`src/rtl/tmr_pkg.sv`:
```
package tmr_pkg;
  localparam int DATA_W = 16;
  localparam int ADDR_W = 3;
  localparam int CTL_W  = 8;
  localparam int EVT_REF_BIT = 1;

  typedef enum logic [ADDR_W-1:0] {
    A_MODE = 3'd0,
    A_REF  = 3'd1,
    A_CNT  = 3'd2,
    A_EVT  = 3'd3,
    A_PSC  = 3'd4,
    A_CTL  = 3'd5
  } addr_e;

  typedef enum logic [1:0] {
    SRC_CASC = 2'd0,
    SRC_INT  = 2'd1,
    SRC_SLOW = 2'd2,
    SRC_NONE = 2'd3
  } src_e;

  typedef struct packed {
    logic [7:0] sps;
    logic [2:0] rsv_hi;
    logic       ien;
    logic       restart;
    src_e       src;
    logic       rsv_lo;
  } mode_t;
endpackage

```
`src/rtl/tmr_regs.sv`:
```
module tmr_regs
  import tmr_pkg::*;
#(
  parameter int PSC_W       = 8,
  parameter bit HAS_PRIMARY = 1'b1,
  parameter bit CH_HI       = 1'b0
) (
  input  logic              clk_i,
  input  logic              rst_ni,
  input  logic              wr_i,
  input  logic [ADDR_W-1:0] addr_i,
  input  logic [DATA_W-1:0] wdata_i,
  output mode_t             mode_o,
  output logic [DATA_W-1:0] ref_o,
  output logic [PSC_W-1:0]  psc_o,
  output logic [CTL_W-1:0]  ctl_rd_o,
  output logic              stop_o,
  output logic              clr_o,
  output logic              cnt_we_o,
  output logic              evt_we_o
);
  localparam int STP_BIT = CH_HI ? 5 : 1;
  localparam int RST_BIT = CH_HI ? 4 : 0;

  mode_t             mode_q;
  logic [DATA_W-1:0] ref_q;
  logic              stop_q, clr_q;

  always_ff @(posedge clk_i or negedge rst_ni) begin
    if (!rst_ni) begin
      mode_q <= '0;
      ref_q  <= '0;
      stop_q <= 1'b1;
      clr_q  <= 1'b0;
    end else if (wr_i) begin
      case (addr_i)
        A_MODE: mode_q <= mode_t'(wdata_i);
        A_REF:  ref_q  <= wdata_i;
        A_CTL: begin
          stop_q <= wdata_i[STP_BIT];
          clr_q  <= wdata_i[RST_BIT];
        end
        default: ;
      endcase
    end
  end

  generate
    if (HAS_PRIMARY) begin : g_psc
      logic [PSC_W-1:0] psc_q;
      always_ff @(posedge clk_i or negedge rst_ni) begin
        if (!rst_ni)                     psc_q <= '0;
        else if (wr_i && addr_i == A_PSC) psc_q <= wdata_i[PSC_W-1:0];
      end
      assign psc_o = psc_q;
    end else begin : g_no_psc
      assign psc_o = '0;
    end
  endgenerate

  always_comb begin
    ctl_rd_o          = '0;
    ctl_rd_o[STP_BIT] = stop_q;
    ctl_rd_o[RST_BIT] = clr_q;
  end

  assign mode_o   = mode_q;
  assign ref_o    = ref_q;
  assign stop_o   = stop_q;
  assign clr_o    = clr_q;
  assign cnt_we_o = wr_i && (addr_i == A_CNT);
  assign evt_we_o = wr_i && (addr_i == A_EVT);
endmodule

```
`src/rtl/tmr_prescale.sv`:
```
module tmr_prescale
  import tmr_pkg::*;
#(
  parameter int PSC_W       = 8,
  parameter int SLOW_DIV    = 16,
  parameter bit HAS_PRIMARY = 1'b1
) (
  input  logic             clk_i,
  input  logic             rst_ni,
  input  logic             run_i,
  input  logic             clr_i,
  input  src_e             src_i,
  input  logic [PSC_W-1:0] psc_i,
  input  logic [PSC_W-1:0] sps_i,
  output logic             tick_o
);
  localparam int SLOW_W = $clog2(SLOW_DIV);
  localparam logic [SLOW_W-1:0] SLOW_MAX = SLOW_W'(SLOW_DIV - 1);

  logic [SLOW_W-1:0] slow_q;
  logic [PSC_W-1:0]  sec_q;
  logic              src_tick, pri_tick;

  always_ff @(posedge clk_i or negedge rst_ni) begin
    if (!rst_ni)                          slow_q <= '0;
    else if (clr_i)                       slow_q <= '0;
    else if (run_i && src_i == SRC_SLOW)  slow_q <= (slow_q == SLOW_MAX) ? '0 : slow_q + 1'b1;
  end

  assign src_tick = run_i && !clr_i &&
                    ((src_i == SRC_INT) || (src_i == SRC_SLOW && slow_q == SLOW_MAX));

  generate
    if (HAS_PRIMARY) begin : g_pri
      logic [PSC_W-1:0] pri_q;
      always_ff @(posedge clk_i or negedge rst_ni) begin
        if (!rst_ni)       pri_q <= '0;
        else if (clr_i)    pri_q <= '0;
        else if (src_tick) pri_q <= (pri_q >= psc_i) ? '0 : pri_q + 1'b1;
      end
      assign pri_tick = src_tick && (pri_q >= psc_i);
    end else begin : g_nopri
      assign pri_tick = src_tick;
    end
  endgenerate

  always_ff @(posedge clk_i or negedge rst_ni) begin
    if (!rst_ni)       sec_q <= '0;
    else if (clr_i)    sec_q <= '0;
    else if (pri_tick) sec_q <= (sec_q >= sps_i) ? '0 : sec_q + 1'b1;
  end

  assign tick_o = pri_tick && (sec_q >= sps_i);

  assert_tick_gated_R9: assert property (@(posedge clk_i) disable iff (!rst_ni)
    tick_o |-> (run_i && !clr_i));
endmodule

```
`src/rtl/tmr_count.sv`:
```
module tmr_count
  import tmr_pkg::*;
(
  input  logic              clk_i,
  input  logic              rst_ni,
  input  logic              clr_i,
  input  logic              run_i,
  input  logic              tick_i,
  input  logic              restart_i,
  input  logic [DATA_W-1:0] ref_i,
  input  logic              cnt_we_i,
  input  logic              evt_we_i,
  input  logic [DATA_W-1:0] wdata_i,
  output logic [DATA_W-1:0] cnt_o,
  output logic              evt_o
);
  logic [DATA_W-1:0] cnt_q;
  logic              evt_q, match;

  assign match = tick_i && (cnt_q == ref_i);

  always_ff @(posedge clk_i or negedge rst_ni) begin
    if (!rst_ni)        cnt_q <= '0;
    else if (clr_i)     cnt_q <= '0;
    else if (cnt_we_i)  cnt_q <= wdata_i;
    else if (tick_i)    cnt_q <= (match && restart_i) ? '0 : cnt_q + 1'b1;
  end

  // set wins over a simultaneous write-one clear
  always_ff @(posedge clk_i or negedge rst_ni) begin
    if (!rst_ni) evt_q <= 1'b0;
    else         evt_q <= (evt_q && !(evt_we_i && wdata_i[EVT_REF_BIT])) || match;
  end

  assign cnt_o = cnt_q;
  assign evt_o = evt_q;

  assert_rst_clears_R10: assert property (@(posedge clk_i) disable iff (!rst_ni)
    clr_i |=> (cnt_q == '0));
  assert_stop_holds_R9: assert property (@(posedge clk_i) disable iff (!rst_ni)
    (!run_i && !clr_i && !cnt_we_i) |=> $stable(cnt_q));
  assert_restart_zero_R4: assert property (@(posedge clk_i) disable iff (!rst_ni)
    (tick_i && restart_i && cnt_q == ref_i && !clr_i && !cnt_we_i) |=> (cnt_q == '0));
  assert_match_sets_evt_R6: assert property (@(posedge clk_i) disable iff (!rst_ni)
    (tick_i && cnt_q == ref_i) |=> evt_q);
  assert_load_R11: assert property (@(posedge clk_i) disable iff (!rst_ni)
    (cnt_we_i && !clr_i) |=> (cnt_q == $past(wdata_i)));
endmodule

```
`src/rtl/ref_timer_ch.sv`:
```
module ref_timer_ch
  import tmr_pkg::*;
#(
  parameter int PSC_W       = 8,
  parameter int SLOW_DIV    = 16,
  parameter bit HAS_PRIMARY = 1'b1,
  parameter bit CH_HI       = 1'b0
) (
  input  logic        clk_i,
  input  logic        rst_ni,
  input  logic        bus_wr_i,
  input  logic [2:0]  bus_addr_i,
  input  logic [15:0] bus_wdata_i,
  output logic [15:0] bus_rdata_o,
  output logic        irq_o
);
  mode_t             mode;
  logic [DATA_W-1:0] ref_val, cnt;
  logic [PSC_W-1:0]  psc;
  logic [CTL_W-1:0]  ctl_rd;
  logic              stop, clr, cnt_we, evt_we, tick, evt, run;

  tmr_regs #(.PSC_W(PSC_W), .HAS_PRIMARY(HAS_PRIMARY), .CH_HI(CH_HI)) u_regs (
    .clk_i, .rst_ni,
    .wr_i(bus_wr_i), .addr_i(bus_addr_i), .wdata_i(bus_wdata_i),
    .mode_o(mode), .ref_o(ref_val), .psc_o(psc), .ctl_rd_o(ctl_rd),
    .stop_o(stop), .clr_o(clr), .cnt_we_o(cnt_we), .evt_we_o(evt_we)
  );

  assign run = !stop && !clr;

  tmr_prescale #(.PSC_W(PSC_W), .SLOW_DIV(SLOW_DIV), .HAS_PRIMARY(HAS_PRIMARY)) u_psc (
    .clk_i, .rst_ni,
    .run_i(run), .clr_i(clr), .src_i(mode.src),
    .psc_i(psc), .sps_i(mode.sps), .tick_o(tick)
  );

  tmr_count u_cnt (
    .clk_i, .rst_ni,
    .clr_i(clr), .run_i(run), .tick_i(tick), .restart_i(mode.restart),
    .ref_i(ref_val), .cnt_we_i(cnt_we), .evt_we_i(evt_we), .wdata_i(bus_wdata_i),
    .cnt_o(cnt), .evt_o(evt)
  );

  always_comb begin
    bus_rdata_o = '0;
    case (bus_addr_i)
      A_MODE: bus_rdata_o = mode;
      A_REF:  bus_rdata_o = ref_val;
      A_CNT:  bus_rdata_o = cnt;
      A_EVT:  bus_rdata_o[EVT_REF_BIT] = evt;
      A_PSC:  bus_rdata_o = DATA_W'(psc);
      A_CTL:  bus_rdata_o = DATA_W'(ctl_rd);
      default: ;
    endcase
  end

  assign irq_o = evt && mode.ien;

  assert_irq_needs_ien_R8: assert property (@(posedge clk_i) disable iff (!rst_ni)
    (irq_o && !(evt_we && bus_wdata_i[EVT_REF_BIT]) && !(bus_wr_i && bus_addr_i == A_MODE)) |=> irq_o);
endmodule

```
`config.mk`:
```
export PLATFORM = sky130hd
export DESIGN_NAME = ref_timer_ch
export DESIGN_NICKNAME = d
export VERILOG_FILES = /design/src/rtl/tmr_pkg.sv /design/src/rtl/tmr_regs.sv /design/src/rtl/tmr_prescale.sv /design/src/rtl/tmr_count.sv /design/src/rtl/ref_timer_ch.sv
export SDC_FILE = /design/constraint.sdc
export NUM_CORES = 1
export LEC_CHECK = 0
export CAP_MARGIN = 10
export CORE_MARGIN = 1
export CORE_UTILIZATION = 54
export DETAILED_ROUTE_END_ITERATION = 8
export GPL_TIMING_DRIVEN = 0
export PLACE_DENSITY_LB_ADDON = 0.05
export SLEW_MARGIN = 15
export SYNTH_ARGS = -nofsm -noshare
export SYNTH_HDL_FRONTEND = slang
export SYNTH_SLANG_ARGS = --single-unit
```
`constraint.sdc`:
```
create_clock -name clk_i -period 2.8 [get_ports clk_i]
set_clock_uncertainty 0.2 [all_clocks]
set_input_delay 0.56 -clock clk_i [delete_from_list [all_inputs] [get_ports clk_i]]
set_output_delay 0.56 -clock clk_i [all_outputs]
set_load 0.05 [all_outputs]
```
## Word-level counts from Yosys, hierarchy flattened

Cells that the tools add are included.

| operators by class | value |
|---|---|
| reduce and logical (&&, ||, !) cells | 28 |
| add/subtract/negate cells | 4 |
| equality and inequality tests | 9 |
| mux-type cells | 16 |
| $lt $le $gt $ge | 2 |

Operator list:

| cell | number |
|---|---|
| 16-bit 2-to-1 mux | 4 |
| 14-bit case mux with 4 select lines | 1 |
| 8-bit 2-to-1 mux | 6 |
| 16-bit by 1-bit adder with 16-bit output, second input constant | 1 |
| 8-bit by 1-bit adder with 8-bit output, second input constant | 2 |
| 16-bit == test | 1 |
| 8-bit greater-or-equal comparator | 2 |
| 1-bit logical AND | 15 |
| 4-bit 2-to-1 mux | 3 |
| 3-bit by 2-bit == test with 1-bit output, second input constant | 2 |
| 3-bit == test, second input constant | 2 |
| 1-bit case mux with 6 select lines | 1 |
| 2-bit AND reduction | 3 |
| 2-bit nonzero test | 3 |
| 1-bit case mux with 5 select lines | 1 |
| 4-bit by 1-bit adder with 4-bit output, second input constant | 1 |
| 4-bit == test, second input constant | 1 |
| 3-bit by 1-bit == test with 1-bit output, second input constant | 1 |
| 1-bit logical NOT | 3 |
| 3-bit logical NOT | 1 |
| 3-bit nonzero test | 1 |
| 2-bit by 1-bit == test with 1-bit output, second input constant | 1 |
| 2-bit == test, second input constant | 1 |
| 1-bit logical OR | 2 |

| word-level totals | value |
|---|---|
| input bits | 22 |
| flip-flop bits (word level) | 79 |
| logic and storage cells | 74 |
| output and inout bits | 17 |

## Logic depth before layout (Yosys ltp)

Gate-level depths: netlist (run 1).

| depth | value |
|---|---|
| depth after elaboration | 12 |
| mapped depth | 10 |
| mapped depth without buffers | 8 |

## By module

Synthesis (run 1) repeated with hierarchy kept, for this count alone.

| unflattened totals | value |
|---|---|
| cells, all modules | 545 |
| area total of the unflattened synthesis | 5400.2 um^2 |

By module, submodules not included:

| module | cells each | instances | area an instance (um^2) | sequential area each (um^2) |
|---|---|---|---|---|
| tmr_regs | 103 | 1 | 1706.6 | 1052.3 |
| tmr_prescale | 190 | 1 | 1631.6 | 500.5 |
| tmr_count | 161 | 1 | 1416.4 | 425.4 |
| ref_timer_ch | 91 | 1 | 645.6 | 0.0 |

## Least setup slack after synthesis (run 1)

Ideal clock, no wire load.

| timing path | value |
|---|---|
| kind | input port to output port |
| start | input port bus_addr_i[1] |
| end | output port bus_rdata_o[4] |
| buffers on the path | 2 |
| required time | 2.040 ns |
| arrival | 2.756 ns |
| path slack | -0.716 ns |
| stages | 5 |
| cell sequence | clkbuf_1 -> buf_1 -> nor2b_1 -> a21oi_1 -> o21ai_0 |

| on the way | value |
|---|---|
| longest elaborated chain between the ends | 2 |
| elaborated cells on any way between the ends | 5 |
| those cells by class | 3 x eq/ne; 1 x mux; 1 x reduce/logical |

RTL lines:

| item | RTL line | text |
|---|---|---|
| start, declared | ref_timer_ch.sv:12 | `input logic [2:0] bus_addr_i,` |
| 3-bit == test (tied with other cells) | ref_timer_ch.sv:47 | `case (bus_addr_i)` |
| 14-bit case mux with 4 select lines * | ref_timer_ch.sv:47 |  |
| end, declared | ref_timer_ch.sv:14 | `output logic [15:0] bus_rdata_o,` |

Every way passes the cells marked *; elsewhere a longest branch is shown, timed or not.

## Worst setup path in the final report (run 1)

| timing path | value |
|---|---|
| start | input port bus_addr_i[1] |
| end | output port bus_rdata_o[15] |

The elaborated chain is that of the path after synthesis.

==> key figures, run 1 <==
Synth
  – Sequential area share after synthesis: 0.3969
  – Number of flops mapped to enable cells by yosys: 0
  – Yosys warning count: 0
  – Fraction of registers with async set/reset: 1.000
  – #FFs+latches synth: 79
  – Synthesized area: around 5000 um2
  – Net count after synthesis: 602
  – Top FF cell, synth: dfrtp_1
  – Netlist cell types: 61
  – Synth Area per Inst: roughly 8.9 um2
  – Post-Synthesis Cells: 560

Job
  – Max-cap violations: 0

Floorplan
  – Initial Util: 0.5632
  – Total Die Area: approximately 9600 um2
  – Site Rows: 34
  – IO Pins: 39
  – Total core area: 8848 um2
  – Die Wd: 98.07 um
  – Die Ht: 98.07 um

Run status
  – Status: complete, but fails checks
  – Failing checks: DRC

Clock network
  – H-tree depth: 3
  – Clk slew on worst S/H paths: 0.09 ns
  – CTS Sinks: between 70 and 80
  – Clock Path Buffers: 2
  – CTS Buf Count: 9
  – CTS tree: yes
  – Clock root cell: clkbuf_8
  – Clk Latency, worst-skew pair: 0.36 ns

Drt
  – Final ANT Viol Nets: 0
  – Avg WL per Cell: between 15 and 20 um
  – Via count: 4510
  – Drt first pass iters: 7
  – Initial DRC count: between 200 and 300
  – Vias/cell: 6.195
  – Drt drc: 3
  – WL final: 13.86 mm

Critical path
  – Worst-case reg-to-reg path depth: 9
  – Worst setup endpoint: bus_rdata_o[15]
  – R2r startpoint: u_regs.mode_o[10]
  – Worst path required time: 2.04 ns
  – Worst R2R Setup Slack: between 0.1 and 0.15 ns
  – R2R Path End: u_cnt.cnt_o[6]
  – Worst setup SP type: primary input
  – Critical-path maximum fanout: 10
  – WS Path Type: in -> out
  – Critical Path End Type: output pin
  – CP Launch Point: bus_addr_i[1]
  – Worst EP arrival: 1.97 ns

Global routing
  – Total grt overflow: 0
  – Vias in the first global route: 4325
  – Initial antenna violation count: 0
  – Largest net degree at the start of global routing: 44
  – Gr usage total: 0.3033
  – First-pass GRT wire length: 22.54 mm

Power
  – Clock share of power: 0.221
  – VDD IR max: 349.9 uV
  – Logic pwr share: 0.385
  – Pwr dens: between 600 and 700 nW/um2
  – P_leak: 2.600 nW
  – P_int: 2.381 mW
  – Sequential power share: 0.394
  – Net Switching: roughly 1.5 mW
  – Switching fraction of total power: 0.3898

Final layout
  – Final instance area: 5917 um2
  – Fill cells: approximately 770
  – Layout cells sized above 1: 0.1855
  – # nets final: 657
  – Post-route insts no fill: approximately 730
  – Area Overhead vs Synth: 18.73%
  – Diode count: 0

STA
  – Hold Vio Cnt, Final: 0
  – Fin. max-slew vios: 0
  – Final critical-path required period: 2.729 ns
  – Worst hold margin: 0.3187 ns
  – Post-route clock period utilization: 0.9745
  – Worst-margin pin slew: 0.6143 ns
  – Fmax: ~0.37 GHz
  – Final Setup Violations: 0
  – Max_slew headroom: 0.5873

Hold path
  – HP Start: u_regs.mode_o[6]
  – Worst Hold Class: reg -> reg

Place
  – Placed cell area: 5585 um2
  – IO Port Bufs: 36
  – Detailed Place HPWL: just over 10 mm
  – RD Place Congestion: 0.8605
  – Placed Instances: approximately 710
## logic make-up (layout without fill, tap and decap cells)
logic type / Yosys count / count (layout) / synth area share
AO/OA/AOI/OAI: 127 / 127 / 0.1599
XOR/XNOR: 20 / 20 / 0.03515
adder cells (fa/ha/maj): 20 / 20 / 0.05021
buffers and inverters: 56 / 116 / 0.04620
flip-flops: 79 / 79 / 0.3969
multiplexers: 49 / 49 / 0.1085
AND/OR/NAND/NOR: 209 / 209 / 0.2031
## power groups by stage
stage	Combinational (mW)	Sequential (mW)	Clock, mW
after floorplan	1.06	1.50	0
after global placement	1.42	1.54	0
after detailed placement	1.46	1.55	0
after CTS	1.46	1.53	0.876
after global routing	1.64	1.56	0.927
final	1.50	1.54	0.862
## repair_timing
item,4_1_cts,5_1_grt
hold buffers,1,0
hold endpoints to repair,36,0
gates resized for setup,76,21
setup buffers,0,6
pin swaps,0,2
setup endpoints to repair,50,33
## registers in the layout (all words and copies together) (netlist names), 4 cells and up
name and cells:
u_psc.sec_q 8, u_cnt.cnt_o 16, u_psc.g_pri.pri_q 8, u_regs.mode_o 16, u_regs.ref_o 16, u_psc.slow_q 4, u_regs.psc_o 8
## per-layer routing
layer  track usage  vias up  share of wire
li1              -     2095              -
met4        0.1270        0          0.028
met1        0.4146     2242           0.45
met2        0.4805      140           0.47
met3       0.04796       33          0.054
met5             0        -              0
## cells in the final DEF, fill, tap and decap left out, types with 7 or more instances in the layout
cell type,synthesis,layout
clkdlybuf4s50_1,0,18
a21oi_1,36,36
o21ai_4,0,7
buf_4,1,8
xor2_1,18,18
mux2_2,30,30
nor2_1,53,50
dfrtp_1,78,78
inv_1,19,19
nand2_1,69,69
ha_1,20,20
buf_2,7,16
o21ai_0,44,37
mux2i_1,18,18
and3_1,7,7
clkbuf_1,25,19
nand4_1,7,7
clkbuf_8,0,13
nand3b_1,7,7
and2_1,7,7
nand3_1,24,24
## stage by stage
stage,utilization,TNS [ns],power [mW],setup WS (ns)
detailed placement,0.6312,-29.30,3.013,-1.281
finish,0.6687,0,3.901,0.07143
global route,0.6687,-0.01091,4.130,-0.01039
floorplan,-,0,2.565,0.09734
global placement,0.6292,-178.65,2.961,-1.925
CTS,0.6574,0,3.864,0.006042
## area by class of cell
cell class	count	area, um2	share of cell area
plain buffers	37	216.5	0.03658
clock buffers	12	145.1	0.02453
clock inverters	4	47.55	0.008036
inverters	19	71.32	0.01205
multi-input cells	425	2945	0.4978
flip-flops and latches	79	1978	0.3343
well taps	108	135.1	0.02284
repair buffers	44	377.9	0.06386
## worst min-delay path by stage
stage	slack, ns	endpoint	depth (start not counted)
finish	0.32	u_regs.mode_o[6]	1
global route	0.33	u_regs.mode_o[7]	1
CTS	0.32	u_regs.mode_o[7]	1
detailed placement	0.30	u_regs.mode_o[7]	1
global placement	0.29	u_regs.mode_o[7]	1
floorplan	0.06	u_cnt.cnt_o[0]	0
## synth_stat cells, drive strengths merged, types with 4 or more instances
| master | count | area, um2 |
|---|---|---|
| nor3 | 4 | 25.02 |
| nor4 | 4 | 25.02 |
| nand3 | 24 | 120.1 |
| o21a | 4 | 30.03 |
| mux2 | 30 | 337.8 |
| nand4 | 7 | 43.79 |
| a31oi | 4 | 25.02 |
| clkbuf | 25 | 93.84 |
| o21ai | 46 | 230.2 |
| and3 | 7 | 43.79 |
| buf | 12 | 65.06 |
| a22oi | 6 | 45.04 |
| a21o | 5 | 37.54 |
| a21oi | 37 | 188.9 |
| ha | 20 | 250.2 |
| dfrtp | 78 | 1952 |
| mux2i | 18 | 180.2 |
| and2 | 7 | 43.79 |
| nand2 | 70 | 265.3 |
| xor2 | 18 | 157.7 |
| nand3b | 7 | 52.55 |
| nor2 | 54 | 205.2 |
| nor2b | 5 | 31.28 |
| inv | 19 | 71.32 |
## worst max-delay path, cell delays in order
cell	delay, ns
clkbuf_1	0.27
buf_6	0.24
mux2i_1	0.20
nor2_1	0.05
a21oi_1	0.16
nor2_1	0.05
dlygate4sd2_1	0.42
(Power assumes the default switching activity.)
==> run 2, diff against run 1 <==
==> constraint.sdc (replaced) <==
create_clock -name clk_i -period 2.8 [get_ports clk_i]
set_clock_uncertainty 0.2 [all_clocks]
set_input_delay 0.56 -clock clk_i [delete_from_list [all_inputs] [get_ports clk_i]]
set_output_delay 0.56 -clock clk_i [all_outputs]
set_load 0.02 [all_outputs]
==> run 2 against run 1 <==
Against the previous run: the flow now finishes without violations; clock power grew 2%; register-to-register slack got worse by 0.06 ns; die area unchanged; sequential share of layout area up 0.56 points; power is 2.9% lower; first-iteration DRC count is 29% higher; final cell count is 1.1% lower; global-route usage fell by 0.79 points; utilization decreased by 1.1 points.
==> key figures, run 2 (same netlist as run 1, synthesis figures left out) <==
Drt
  – Avg WL per Cell: 18.69 um (was 19.03 um)
  – Initial DRC count: 372 (was 288)
  – WL final: 13.46 mm (was 13.86 mm)
  – Drt drc: 0 (was 3)
  – Via count: 4418 (was 4510)
  – Drt first pass iters: 5 (was 7)
  – Final ANT Viol Nets: 0 (unchanged)
  – Vias/cell: 6.136 (was 6.195)

Critical path
  – Buf/Inv on CP: 1 (was 3)
  – Critical-path maximum fanout: 9 (was 10)
  – Worst path required time: 2.87 ns (was 2.04 ns)
  – Worst-case reg-to-reg path depth: 7 (was 9)
  – Crit path cell chain: clkbuf_1, nand2_1, nor4bb_1, nand3_1, or4_1, a21o_1, a211oi_2 (was clkbuf_1, buf_6, mux2i_1, nor2_1, a21oi_1, nor2_1, dlygate4sd2_1)
  – Worst setup SP type: flip-flop (was primary input)
  – Crit-path max cell delay: 0.52 ns (was 0.42 ns)
  – Worst EP arrival: 2.82 ns (was 1.97 ns)
  – Critical Path End Type: flip-flop (was output pin)
  – WS Path Type: reg -> reg (was in -> out)
  – Worst R2R Setup Slack: 0.05 ns (was 0.11 ns)
  – CP delay by family, top: simple AND/OR/NAND/NOR gates (was buffers and inverters)
  – Slowest CP cell: nor4bb_1 (was dlygate4sd2_1)
  – R2R Path End: u_cnt.cnt_o[15] (was u_cnt.cnt_o[6])
  – R2r startpoint: u_cnt.cnt_o[4] (was u_regs.mode_o[10])

STA
  – Max_slew headroom: 0.5643 (was 0.5873)
  – Fin. max-slew vios: 0 (unchanged)
  – Worst-margin pin slew: 0.6486 ns (was 0.6143 ns)
  – Post-Route Setup TNS: 0 ns (unchanged)
  – Final critical-path required period: 2.748 ns (was 2.729 ns)
  – RSZ-0062 raised after global routing: yes
  – Hold Vio Cnt, Final: 0 (unchanged)
  – Worst setup margin: 0.05176 ns (was 0.07143 ns)
  – Post-route clock period utilization: 0.9815 (was 0.9745)
  – Fmax: 0.3639 GHz (was 0.3665 GHz)
  – Final Setup Violations: 0 (unchanged)

Global routing
  – Total grt overflow: 0 (unchanged)
  – Vias in the first global route: 4168 (was 4325)
  – Largest net degree at the start of global routing: 54 (was 44)
  – Initial antenna violation count: 0 (unchanged)
  – First-pass GRT wire length: 22.08 mm (was 22.54 mm)
  – Gr usage total: 0.2953 (was 0.3033)

Floorplan
  – Die Wd: 98.07 um (unchanged)
  – Total Die Area: 9617 um2 (unchanged)
  – Die Ht: 98.07 um (unchanged)
  – Site Rows: 34 (unchanged)
  – IO Pins: 39 (unchanged)
  – Initial Util: 0.5632 (unchanged)
  – Total core area: 8848 um2 (unchanged)

Final layout
  – Layout cells sized above 1: 0.1503 (was 0.1855)
  – Fill cells: 772 (unchanged)
  – Diode count: 0 (unchanged)
  – Commonest non-fill, non-tap cell in the layout: dfrtp_1 (unchanged)
  – Final Util: 0.6577 (was 0.6687)
  – Most frequent cells in the layout: dfrtp_1 (78), nand2_1 (69), nor2_1 (51) (was dfrtp_1 (78), nand2_1 (69), nor2_1 (50))
  – Area Overhead vs Synth: 16.77% (was 18.73%)
  – # nets final: 649 (was 657)

Place
  – IO Port Bufs: 36 (unchanged)
  – Detailed Place HPWL: 9.983 mm (was 10.16 mm)
  – RD Place Congestion: 0.8766 (was 0.8605)
  – DP Worst Slack: -1.040 ns (was -1.281 ns)

Clock network
  – CTS Buf Count: 9 (unchanged)
  – Clk slew on worst S/H paths: 0.09 ns (about the same)
  – H-tree depth: 3 (unchanged)
  – Clock root cell: clkbuf_8 (unchanged)
  – CTS tree: yes (unchanged)
  – Clk Latency, worst-skew pair: 0.36 ns (about the same)
  – Clock Path Buffers: 2 (unchanged)
  – CTS Sinks: 79 (unchanged)

Job
  – Max-cap violations: 0 (unchanged)

Hold path
  – Hold Path End: u_regs.mode_o[0] (was u_regs.mode_o[6])
  – HP Start: u_regs.mode_o[0] (was u_regs.mode_o[6])
  – Worst hold stages: 1 (unchanged)
  – Worst Hold Class: reg -> reg (unchanged)

Power
  – Pwr dens: 651.0 nW/um2 (was 659.4 nW/um2)
  – VDD IR max: 376.9 uV (was 349.9 uV)
  – Total power: 3.789 mW (was 3.901 mW)
  – P_leak: 2.627 nW (was 2.600 nW)

Run status
  – Status: complete, no violations (was complete, but fails checks)
## run 2: what timing repair did
item,4_1_cts,5_1_grt
hold buffers,1,0
gates resized for setup,39,16
endpoints found under the hold margin,26,0
setup buffers,0,1
setup endpoints to repair,48,24
## run 2: worst max path at each step
stage	start	to	slack [ns]	depth (start not counted)
final	u_cnt.cnt_o[4]	u_cnt.cnt_o[15]	0.05	7
after floorplan	bus_addr_i[1]	bus_rdata_o[0]	0.01	5
after global placement	rst_ni	u_psc.g_pri.pri_q[4]	-1.96	1
after detailed placement	bus_addr_i[2]	bus_rdata_o[1]	-1.04	5
after global routing	bus_wr_i	u_cnt.cnt_o[10]	-0.02	8
after CTS	u_regs.mode_o[11]	u_cnt.cnt_o[6]	0.004	9
## run 2: area by class of cell
class	count	area, um2	area share
multi-input combinational	425	2845	0.4889
inverter	19	71.32	0.01226
timing repair buffer	39	404.1	0.06945
clock buffer	11	141.4	0.02430
clock inverter	5	57.56	0.009890
buffer	34	186.4	0.03204
sequential	79	1978	0.3399
tap	108	135.1	0.02322
## run 2: power by group
part | total (mW) | leakage (nW) | internal (mW) | switching (mW)
clock | 0.881 | 0.0916 | 0.435 | 0.446
combinational | 1.32 | 1.54 | 0.554 | 0.770
sequential | 1.58 | 1.00 | 1.37 | 0.209
## run 2: metrics by stage
| step | hold WS [ns] | instances | area (um2) |
|---|---|---|---|
| 2_1_floorplan | 0.06441 | 560 | 4984 |
| 3_3_place_gp | 0.2941 | 704 | 5479 |
| 3_5_place_dp | 0.3016 | 705 | 5504 |
| 4_1_cts | 0.3213 | 722 | 5776 |
| 5_1_grt | 0.3405 | 720 | 5819 |
| 6_report | 0.3222 | 720 | 5819 |
## run 2: worst reg2reg max path: stages (launching register included)
cell,delay (ns)
dfrtp_1,0.34
clkbuf_1,0.37
nand2_1,0.17
nor4bb_1,0.52
nand3_1,0.25
or4_1,0.44
a21o_1,0.20
a211oi_2,0.17
## run 2: metal layers
metal	wire, um	GRT usage	vias up
li1	-	-	2079
met1	6163	0.4268	2163
met2	6193	0.4545	153
met3	848	0.05011	23
met4	255	0.08974	0
met5	0	0	-
